File: src/rtl/mp_uart_rx_pkg.sv
package mp_uart_rx_pkg;

    localparam int RX_DATA_W = 8;

    typedef enum logic [2:0] {
        ST_IDLE,
        ST_START,
        ST_DATA,
        ST_FLAG,
        ST_STOP
    } rx_state_e;

    typedef struct packed {
        logic [RX_DATA_W-1:0] data;
        logic                 mp;    // frame received in addressed mode
        logic                 flag;  // address/payload flag bit
        logic                 ferr;  // stop bit sampled low
    } rx_frame_t;

    function automatic logic addr_hit(input logic [RX_DATA_W-1:0] a,
                                      input logic [RX_DATA_W-1:0] b);
        return a == b;
    endfunction

endpackage

File: src/rtl/mpr_sampler.sv
module mpr_sampler
    import mp_uart_rx_pkg::*;
#(
    parameter int OVS         = 16,
    parameter int SYNC_STAGES = 2
) (
    input  logic      clk,
    input  logic      rst,
    input  logic      rx_i,
    input  logic      tick_i,
    input  logic      mp_en_i,
    output logic      done_o,
    output rx_frame_t frame_o
);
    localparam int CNT_W = $clog2(OVS);
    localparam int BIT_W = $clog2(RX_DATA_W);
    localparam logic [CNT_W-1:0] CNT_MID  = CNT_W'(OVS / 2 - 1);
    localparam logic [CNT_W-1:0] CNT_LAST = CNT_W'(OVS - 1);
    localparam logic [BIT_W-1:0] BIT_LAST = BIT_W'(RX_DATA_W - 1);

    logic [SYNC_STAGES-1:0] sync_q;
    logic                   rxs;

    generate
        if (SYNC_STAGES == 1) begin : g_sync1
            always_ff @(posedge clk) begin
                if (rst) sync_q <= '1;
                else     sync_q <= rx_i;
            end
        end else begin : g_syncn
            always_ff @(posedge clk) begin
                if (rst) sync_q <= '1;
                else     sync_q <= {sync_q[SYNC_STAGES-2:0], rx_i};
            end
        end
    endgenerate

    assign rxs = sync_q[SYNC_STAGES-1];

    rx_state_e              state_q;
    logic [CNT_W-1:0]       cnt_q;
    logic [BIT_W-1:0]       bit_q;
    logic [RX_DATA_W-1:0]   shift_q;
    logic                   flag_q;
    logic                   mp_q;

    always_ff @(posedge clk) begin
        if (rst) begin
            state_q <= ST_IDLE;
            cnt_q   <= '0;
            bit_q   <= '0;
            shift_q <= '0;
            flag_q  <= 1'b0;
            mp_q    <= 1'b0;
            done_o  <= 1'b0;
            frame_o <= '0;
        end else begin
            done_o <= 1'b0;
            if (tick_i) begin
                case (state_q)
                    ST_IDLE: begin
                        if (!rxs) begin
                            state_q <= ST_START;
                            cnt_q   <= '0;
                        end
                    end
                    ST_START: begin
                        if (cnt_q == CNT_MID) begin
                            cnt_q <= '0;
                            bit_q <= '0;
                            state_q <= rxs ? ST_IDLE : ST_DATA;
                        end else begin
                            cnt_q <= cnt_q + 1'b1;
                        end
                    end
                    ST_DATA: begin
                        if (cnt_q == CNT_LAST) begin
                            cnt_q   <= '0;
                            shift_q <= {rxs, shift_q[RX_DATA_W-1:1]};
                            if (bit_q == BIT_LAST) begin
                                mp_q    <= mp_en_i;
                                state_q <= mp_en_i ? ST_FLAG : ST_STOP;
                            end else begin
                                bit_q <= bit_q + 1'b1;
                            end
                        end else begin
                            cnt_q <= cnt_q + 1'b1;
                        end
                    end
                    ST_FLAG: begin
                        if (cnt_q == CNT_LAST) begin
                            cnt_q   <= '0;
                            flag_q  <= rxs;
                            state_q <= ST_STOP;
                        end else begin
                            cnt_q <= cnt_q + 1'b1;
                        end
                    end
                    ST_STOP: begin
                        if (cnt_q == CNT_LAST) begin
                            cnt_q         <= '0;
                            frame_o.data  <= shift_q;
                            frame_o.mp    <= mp_q;
                            frame_o.flag  <= mp_q & flag_q;
                            frame_o.ferr  <= ~rxs;
                            done_o        <= 1'b1;
                            state_q       <= ST_IDLE;
                        end else begin
                            cnt_q <= cnt_q + 1'b1;
                        end
                    end
                    default: state_q <= ST_IDLE;
                endcase
            end
        end
    end

    // a completed frame is reported for exactly one cycle
    assert_done_single_R2: assert property (@(posedge clk) disable iff (rst)
        done_o |=> !done_o);

    // a start that is high again at its mid sample returns to idle
    assert_start_reject_R3: assert property (@(posedge clk) disable iff (rst)
        (tick_i && state_q == ST_START && cnt_q == CNT_MID && rxs) |=> !done_o);

endmodule

File: src/rtl/mpr_filter.sv
module mpr_filter
    import mp_uart_rx_pkg::*;
(
    input  logic                 clk,
    input  logic                 rst,
    input  logic                 done_i,
    input  rx_frame_t            frame_i,
    input  logic [RX_DATA_W-1:0] station_id_i,
    output logic                 accept_o,
    output logic                 ferr_ev_o
);
    logic sel_q;
    logic hit;

    assign hit       = addr_hit(frame_i.data, station_id_i);
    assign ferr_ev_o = done_i & frame_i.ferr;

    always_comb begin
        accept_o = 1'b0;
        if (done_i && !frame_i.ferr) begin
            if (!frame_i.mp)       accept_o = 1'b1;
            else if (frame_i.flag) accept_o = hit;
            else                   accept_o = sel_q;
        end
    end

    always_ff @(posedge clk) begin
        if (rst) begin
            sel_q <= 1'b0;
        end else if (done_i && !frame_i.ferr && frame_i.mp && frame_i.flag) begin
            sel_q <= hit;
        end
    end

    // payload frames are dropped while unselected
    assert_unsel_drop_R4: assert property (@(posedge clk) disable iff (rst)
        (done_i && frame_i.mp && !frame_i.flag && !sel_q) |-> !accept_o);

    // a foreign address is never delivered and leaves the station unselected
    assert_foreign_addr_R6: assert property (@(posedge clk) disable iff (rst)
        (done_i && !frame_i.ferr && frame_i.mp && frame_i.flag &&
         frame_i.data != station_id_i) |=> !sel_q);

    // a bad stop bit never delivers and keeps the selection
    assert_ferr_hold_R8: assert property (@(posedge clk) disable iff (rst)
        (done_i && frame_i.ferr) |=> (sel_q == $past(sel_q)));

endmodule

File: src/rtl/mpr_status.sv
module mpr_status
    import mp_uart_rx_pkg::*;
(
    input  logic                 clk,
    input  logic                 rst,
    input  logic                 accept_i,
    input  logic [RX_DATA_W-1:0] data_i,
    input  logic                 ferr_ev_i,
    input  logic                 clr_i,
    output logic [RX_DATA_W-1:0] byte_o,
    output logic                 rdy_o,
    output logic                 ovr_o,
    output logic                 ferr_o
);
    always_ff @(posedge clk) begin
        if (rst) begin
            byte_o <= '0;
            rdy_o  <= 1'b0;
            ovr_o  <= 1'b0;
            ferr_o <= 1'b0;
        end else begin
            if (clr_i) begin
                rdy_o  <= 1'b0;
                ovr_o  <= 1'b0;
                ferr_o <= 1'b0;
            end
            if (accept_i) begin
                if (rdy_o && !clr_i) begin
                    ovr_o <= 1'b1;
                end else begin
                    byte_o <= data_i;
                    rdy_o  <= 1'b1;
                end
            end
            if (ferr_ev_i) ferr_o <= 1'b1;
        end
    end

    // ready only rises on a delivery
    assert_rdy_source_R7: assert property (@(posedge clk) disable iff (rst)
        $rose(rdy_o) |-> $past(accept_i));

    // framing error flag only rises after a bad stop bit
    assert_ferr_source_R8: assert property (@(posedge clk) disable iff (rst)
        $rose(ferr_o) |-> $past(ferr_ev_i));

    // an overrun keeps the unread byte
    assert_ovr_keep_R9: assert property (@(posedge clk) disable iff (rst)
        (accept_i && rdy_o && !clr_i) |=> (ovr_o && $stable(byte_o)));

    // clear drops ready unless a delivery lands in the same cycle
    assert_clr_R10: assert property (@(posedge clk) disable iff (rst)
        (clr_i && !accept_i) |=> !rdy_o);

endmodule

File: src/rtl/mp_uart_rx.sv
module mp_uart_rx
    import mp_uart_rx_pkg::*;
#(
    parameter int OVS         = 16,
    parameter int SYNC_STAGES = 2
) (
    input  logic       clk,
    input  logic       rst,
    input  logic       rx_i,
    input  logic       tick_i,
    input  logic [7:0] station_id_i,
    input  logic       mp_en_i,
    input  logic       flag_clr_i,
    output logic [7:0] rx_byte_o,
    output logic       rdy_o,
    output logic       overrun_o,
    output logic       frame_err_o,
    output logic       rx_irq_o,
    output logic       err_irq_o
);
    logic      done;
    rx_frame_t frame;
    logic      accept;
    logic      ferr_ev;

    mpr_sampler #(.OVS(OVS), .SYNC_STAGES(SYNC_STAGES)) u_sampler (
        .clk     (clk),
        .rst     (rst),
        .rx_i    (rx_i),
        .tick_i  (tick_i),
        .mp_en_i (mp_en_i),
        .done_o  (done),
        .frame_o (frame)
    );

    mpr_filter u_filter (
        .clk          (clk),
        .rst          (rst),
        .done_i       (done),
        .frame_i      (frame),
        .station_id_i (station_id_i),
        .accept_o     (accept),
        .ferr_ev_o    (ferr_ev)
    );

    mpr_status u_status (
        .clk       (clk),
        .rst       (rst),
        .accept_i  (accept),
        .data_i    (frame.data),
        .ferr_ev_i (ferr_ev),
        .clr_i     (flag_clr_i),
        .byte_o    (rx_byte_o),
        .rdy_o     (rdy_o),
        .ovr_o     (overrun_o),
        .ferr_o    (frame_err_o)
    );

    assign rx_irq_o  = rdy_o;
    assign err_irq_o = frame_err_o;

    // nothing is flagged right after reset
    assert_reset_quiet_R1: assert property (@(posedge clk)
        $past(rst) |-> (!rdy_o && !overrun_o && !frame_err_o));

endmodule

File: config.mk
export PLATFORM = sky130hd
export DESIGN_NAME = mp_uart_rx
export DESIGN_NICKNAME = d
export VERILOG_FILES = /design/src/rtl/mp_uart_rx_pkg.sv /design/src/rtl/mpr_sampler.sv /design/src/rtl/mpr_filter.sv /design/src/rtl/mpr_status.sv /design/src/rtl/mp_uart_rx.sv
export SDC_FILE = /design/constraint.sdc
export NUM_CORES = 1
export LEC_CHECK = 0
export ABC_CLOCK_PERIOD_IN_PS = 1670
export BUFFER_PORTS_ARGS = -buffer_cell sky130_fd_sc_hd__buf_2
export CAP_MARGIN = 20
export CORE_MARGIN = 2
export CORE_UTILIZATION = 52
export CTS_BUF_LIST = sky130_fd_sc_hd__clkbuf_4 sky130_fd_sc_hd__clkbuf_8 sky130_fd_sc_hd__clkbuf_16
export CTS_CLUSTER_SIZE = 28
export DETAILED_ROUTE_END_ITERATION = 8
export MAX_ROUTING_LAYER = met4
export PLACE_DENSITY = 0.71
export SYNTH_ARGS = -nofsm -noshare
export SYNTH_HDL_FRONTEND = slang
export SYNTH_SLANG_ARGS = --single-unit
File: constraint.sdc
create_clock -name clk -period 1.67 [get_ports clk]
set_input_delay 0.2505 -clock clk [delete_from_list [all_inputs] [get_ports clk]]
set_output_delay 0.2505 -clock clk [all_outputs]
set_load 0.05 [all_outputs]
# Word level (Yosys, flattened, before mapping)
# Index checks and enable logic that the tools add are counted.
[word_totals] register_bits=46 output_inout_bits=13 word_cells=89
[classes] n_addsub=2 eq_ne=15 muxes=29 bitwise_logic=6 reduce_logical=20
[ops] operator="$mux 3" count=10
[ops] operator="$pmux 3 s5" count=1
[ops] operator="$mux 1" count=12
[ops] operator="$mux 4" count=3
[ops] operator="$pmux 4 s3" count=1
[ops] operator="$reduce_and 3->1" count=4
[ops] operator="$ne 2x1->1 const B" count=5
[ops] operator="$eq 8x8->1" count=1
[ops] operator="$reduce_and 7->1" count=1
[ops] operator="$eq 3x2->1 const B" count=2
[ops] operator="$eq 3x3->1 const B" count=2
[ops] operator="$pmux 3 s2" count=1
[ops] operator="$reduce_or 3->1" count=2
[ops] operator="$reduce_and 5->1" count=1
[ops] operator="$add 4x1->4 const B" count=1
[ops] operator="$eq 4x3->1 const B" count=1
[ops] operator="$eq 4x4->1 const B" count=1
[ops] operator="$logic_and 1x1->1" count=4
[ops] operator="$ne 2x2->1 const B" count=2
[ops] operator="$not 1->1" count=4
[ops] operator="$reduce_and 4->1" count=1
[ops] operator="$reduce_bool 2->1" count=2
[ops] operator="$add 3x1->3 const B" count=1
[ops] operator="$eq 3x1->1 const B" count=1
[ops] operator="6 further kinds" count=8

# Depth between registers and ports, before layout
[logic_depth] depth_word=5 mapped_depth=7 mapped_depth_nobuf=6

# Cells and area by module
# A second synthesis with hierarchy kept.
[unflattened] cells_unflattened=226 hier_area_um2=2285.9
[modules_own_cells] module="mpr_sampler" n_inst=1 cells_each=158 area_per_inst_um2=1551.5 seq_area_each_um2=680.7
[modules_own_cells] module="mpr_status" n_inst=1 cells_each=46 area_per_inst_um2=555.5 seq_area_each_um2=220.2
[modules_own_cells] module="mpr_filter" n_inst=1 cells_each=20 area_per_inst_um2=163.9 seq_area_each_um2=20.0
[modules_own_cells] module="mp_uart_rx" n_inst=1 cells_each=2 area_per_inst_um2=15.0 seq_area_each_um2=0.0

# Worst setup path before layout
# No wires, ideal clock.
[synth_timing] path_type="register -> register" from="register u_status.rdy_o" to="register u_status.byte_o[6]" arrival_ns=1.744 required_time_ns=1.533 path_slack_ns=-0.211 path_stages_with_launch=6 path_buffers=1 synth_period_minus_slack_ns=1.881 cell_sequence="dfxtp_1 nor2b_1 nor3_2 buf_2 mux2i_1 o211ai_1"
[synth_via] elab_chain_len=3
[synth_rtl] item="start: declaration" line_no="mpr_status.sv:11" source="output logic rdy_o,"
[synth_rtl] item="start signal: assignment" line_no="mpr_status.sv:18" source="rdy_o <= 1'b0;"
[synth_rtl] item="start signal: assignment" line_no="mpr_status.sv:23" source="rdy_o <= 1'b0;"
[synth_rtl] item="start signal: assignment" line_no="mpr_status.sv:32" source="rdy_o <= 1'b1;"
[synth_rtl] item="$logic_and 1x1->1" line_no="mpr_status.sv:28" source="if (rdy_o && !clr_i) begin"
[synth_rtl] item="$not 1->1 (no source line)"
[synth_rtl] item="$reduce_and 2->1 (no source line)"
[synth_rtl] item="end signal: assignment" line_no="mpr_status.sv:31" source="byte_o <= data_i;"
[synth_rtl] item="end: declaration" line_no="mpr_status.sv:10" source="output logic [RX_DATA_W-1:0] byte_o,"
# Every way passes these cells.
# A chain may end at the register's enable or synchronous reset.

# Worst setup path after layout
[layout_timing] from="register u_sampler.state_q[2]" to="register u_sampler.state_q[0]"
[layout_via] elab_chain_len=3 elab_cells_between_ends=13
[layout_rtl] item="start: declaration" line_no="mpr_sampler.sv:40" source="rx_state_e state_q;"
[layout_rtl] item="start signal: assignment" line_no="mpr_sampler.sv:71" source="state_q <= rxs ? ST_IDLE : ST_DATA;"
[layout_rtl] item="start signal: assignment" line_no="mpr_sampler.sv:82" source="state_q <= mp_en_i ? ST_FLAG : ST_STOP;"
[layout_rtl] item="$eq 3x3->1, or another cell as far along" line_no="mpr_sampler.sv:60" source="case (state_q)"
[layout_rtl] item="$ne 2x1->1 (no source line) or $ne 2x2->1 (tied branches)"
[layout_rtl] item="$reduce_and 7->1 (no source line)"
# Parallel ways exist; a longest one is shown, timed or not.

==> metrics.md <==
| Metric | Value |
|---|---|
| Critical path class | reg -> reg |
| Post-Synthesis Cells | 271 |
| Root Buffer | clkbuf_8 |
| Clock slew at reported path FFs | 90 ps |
| Crit path time final | 1660 ps |
| Final instance area | 2890 µm² |
| Netlist cell types | 43 |
| Ys Warns | 0 |
| TritonCTS clock tree | built |
| Final Hold Viols | 0 |
| Top post-synthesis cells by area | dfxtp_1 (38%), mux2i_1 (13%), nor2b_1 (5.5%) |
| Cells after DPL | 348 |
| Top-Level Pins | 27 |
| Via count | 2060 |
| Worst skew pair latency | 310 ps |
| Max Cap Viol | 0 |
| Slew headroom | 0.707 |
| Mapped cell area | 2400 µm² |
| Share of post-route cells with drive strength above 1 | 0.264 |
| Initial antenna violation count | 0 |
| Vias in the first global route | 1813 |
| CP startpoint kind | flip-flop |
| Worst slew pin tran | 440 ps |
| Tot Pwr | 1.96 mW |
| Fin crit share | 0.996 |
| Die Wd | 71.9 µm |
| Count leader, synth | dfxtp_1 |
| GRT Util Overall | 0.211 |
| Area growth syn-to-layout | 20.5% |
| DR iter-0 viols | 160 |
| TritonRoute pass-1 iters | 4 |
| RSZ-0062 raised after global routing | yes |
| Total gr overflow | 0 |
| Max-slew violation count | 0 |
| Leakage power | 1.04 nW |
| Final nets | 323 |
| Total wire length | 5160 µm |
| Final non-filler cell total | 359 |
| Vias per cell | 5.74 |
| Slowest stage delay, CP | 380 ps |
| FMAX | 601 MHz |
| Core area | 4380 µm² |
| Drt drc | 0 |
| Critical path, cell by cell | or3_1, a21o_1, a221o_1, mux2_4 |
| Status | finished clean |
| RD Place Congestion | 0.817 |
| CTS H-tree lvls | 2 |
| Die area | 5170 µm² |
| First-pass GRT wire length | 8450 µm |
| Port Buf Inserts | 26 |
| Clock sink count | 46 |
| Worst Path Required | 1860 ps |
| Area share of the largest cell type after synthesis | 0.384 |
| Arrival @ worst endpoint | 1850 ps |
| CP endpoint kind | flip-flop |
| Die Ht | 71.9 µm |
| Avg Cell Area, Syn | 8.85 µm² |
| Post-DP HPWL | 3500 µm |
| Post-DP Area | 2700 µm² |
| Setup TNS | 0 ps |
| Power density cells | 678 nW/µm² |
| Top post-synthesis cells by count | dfxtp_1 (46), mux2i_1 (31), nor2_1 (28) |
| HP Class | in -> reg |
| Setup Viol. Count Final | 0 |
| Yosys top cell by area | dfxtp_1 |
| Post-synth EDFFs | 0 |
| Flops & latches, synth | 46 |
| Hold-fix buffers, CTS | 0 |
| Row Count | 24 |
| Worst Skew | 11.8 ps |
| VDD IR max | 0.621 mV |
| Hold_ws | 127 ps |
| Fraction of registers with async set or reset after synthesis | 0 |
| Sequential fraction of the synthesis area | 0.384 |
| Clk buf depth | 2 |
| Avg WL per Cell | 14.4 µm |
| Antenna Nets Post-Route | 0 |
| Initial core utilization | 0.547 |
| Syn nets | 288 |
| Critical Path Slowest Stage Cell | a221o_1 |
| Top FF cell, synth | dfxtp_1 |
| Pin count of the biggest net entering global routing | 37 |
| CP Max Fanout | 5 |
| TritonCTS Buffers | 5 |
| N_diodes | 0 |
[power by group]
group / total (mW) / switching [mW] / internal [mW]
Clock: 0.728 / 0.417 / 0.311
Sequential: 1.10 / 0.00438 / 1.10
Combinational: 0.126 / 0.0685 / 0.0574
[cells by family after synthesis]
family,Yosys count,share of synthesized area
buf+inv,24,0.0454
flops,46,0.384
xor+xnor,8,0.0292
mux,32,0.136
fa+ha+maj,3,0.0157
compound gates,39,0.108
simple gates,119,0.282
[through the flow]
stage	util	setup WS, ps
after floorplan	-	-23.6
after global placement	0.615	36.4
after detailed placement	0.615	5.41
after CTS	0.637	3.64
after global routing	0.659	-38.8
final	0.659	7.20
[final timing paths]
kind | cells past startpoint | start | slack [ps] | end
worst max-delay path | 4 | u_sampler.state_q[2] | 7 | u_sampler.state_q[0]
worst min-delay path | 2 | rx_i | 130 | u_sampler.sync_q[0]
worst max register to register | 4 | u_sampler.state_q[2] | 7 | u_sampler.state_q[0]
worst min register to register | 1 | u_sampler.sync_q[0] | 430 | u_sampler.sync_q[1]
[sequential cells by signal, indices dropped and copies added, names as in the netlist]
signal             flops
u_filter.sel_q         1
u_sampler.done_o       1
u_sampler.mp_q         1
u_sampler.state_q      3
u_status.byte_o        8
u_status.rdy_o         1
u_sampler.cnt_q        4
u_sampler.sync_q       2
u_sampler.flag_q       1
u_sampler.frame_o     11
u_status.ferr_o        1
u_sampler.bit_q        3
u_sampler.shift_q      8
u_status.ovr_o         1
[critical path: cells and delay by family, from the launching register on]
kind | cells | cell delay (ps)
flip-flops | 1 | 350
multiplexers | 1 | 300
AND/OR/NAND/NOR | 1 | 350
AO/OA/AOI/OAI | 2 | 560
[layout by cell type, fill, tap and decap left out, types with 3 or more instances in the layout]
cell type  synthesis  routed
a21oi_1            9       7
dfxtp_1           46      40
buf_2              3      26
buf_12             0       3
nand4_1           12      12
o211ai_1           9       9
nand3_1           13      13
dfxtp_2            0       5
inv_1              3       3
a31oi_1            3       3
and4_1             4       3
nor2_1            28      28
nor3b_1            3       3
buf_4              2      19
nor2b_1           21      21
clkbuf_8           0       5
a21boi_0           8       8
nand2_1           10      10
mux2i_1           31      31
nand2b_1           7       7
or2_2              4       4
inv_6              0       3
xnor2_1            8       8
[layer usage]
layer / routed length [µm] / GRT usage
met1: 2450 / 0.289
met2: 2480 / 0.314
met3: 161 / 0.0417
met4: 68 / 0.0692
met5: 0 / -
[final cells by class]
cell class / instances / area [µm²]
Fill cell: 375 / 1500
Multi-Input combinational cell: 201 / 1440
Timing Repair Buffer: 49 / 344
Clock buffer: 5 / 68.8
Inverter: 3 / 11.3
Tap cell: 52 / 65.1
Clock inverter: 3 / 26.3
Sequential cell: 46 / 931
[timing repair]
action                                  CTS  global route
setup buffers                             0             3
resized for setup                         2            19
endpoints found under the setup margin    3            26
pin swaps                                 0             5
No activity file was read; power rests on OpenSTA's default activity.
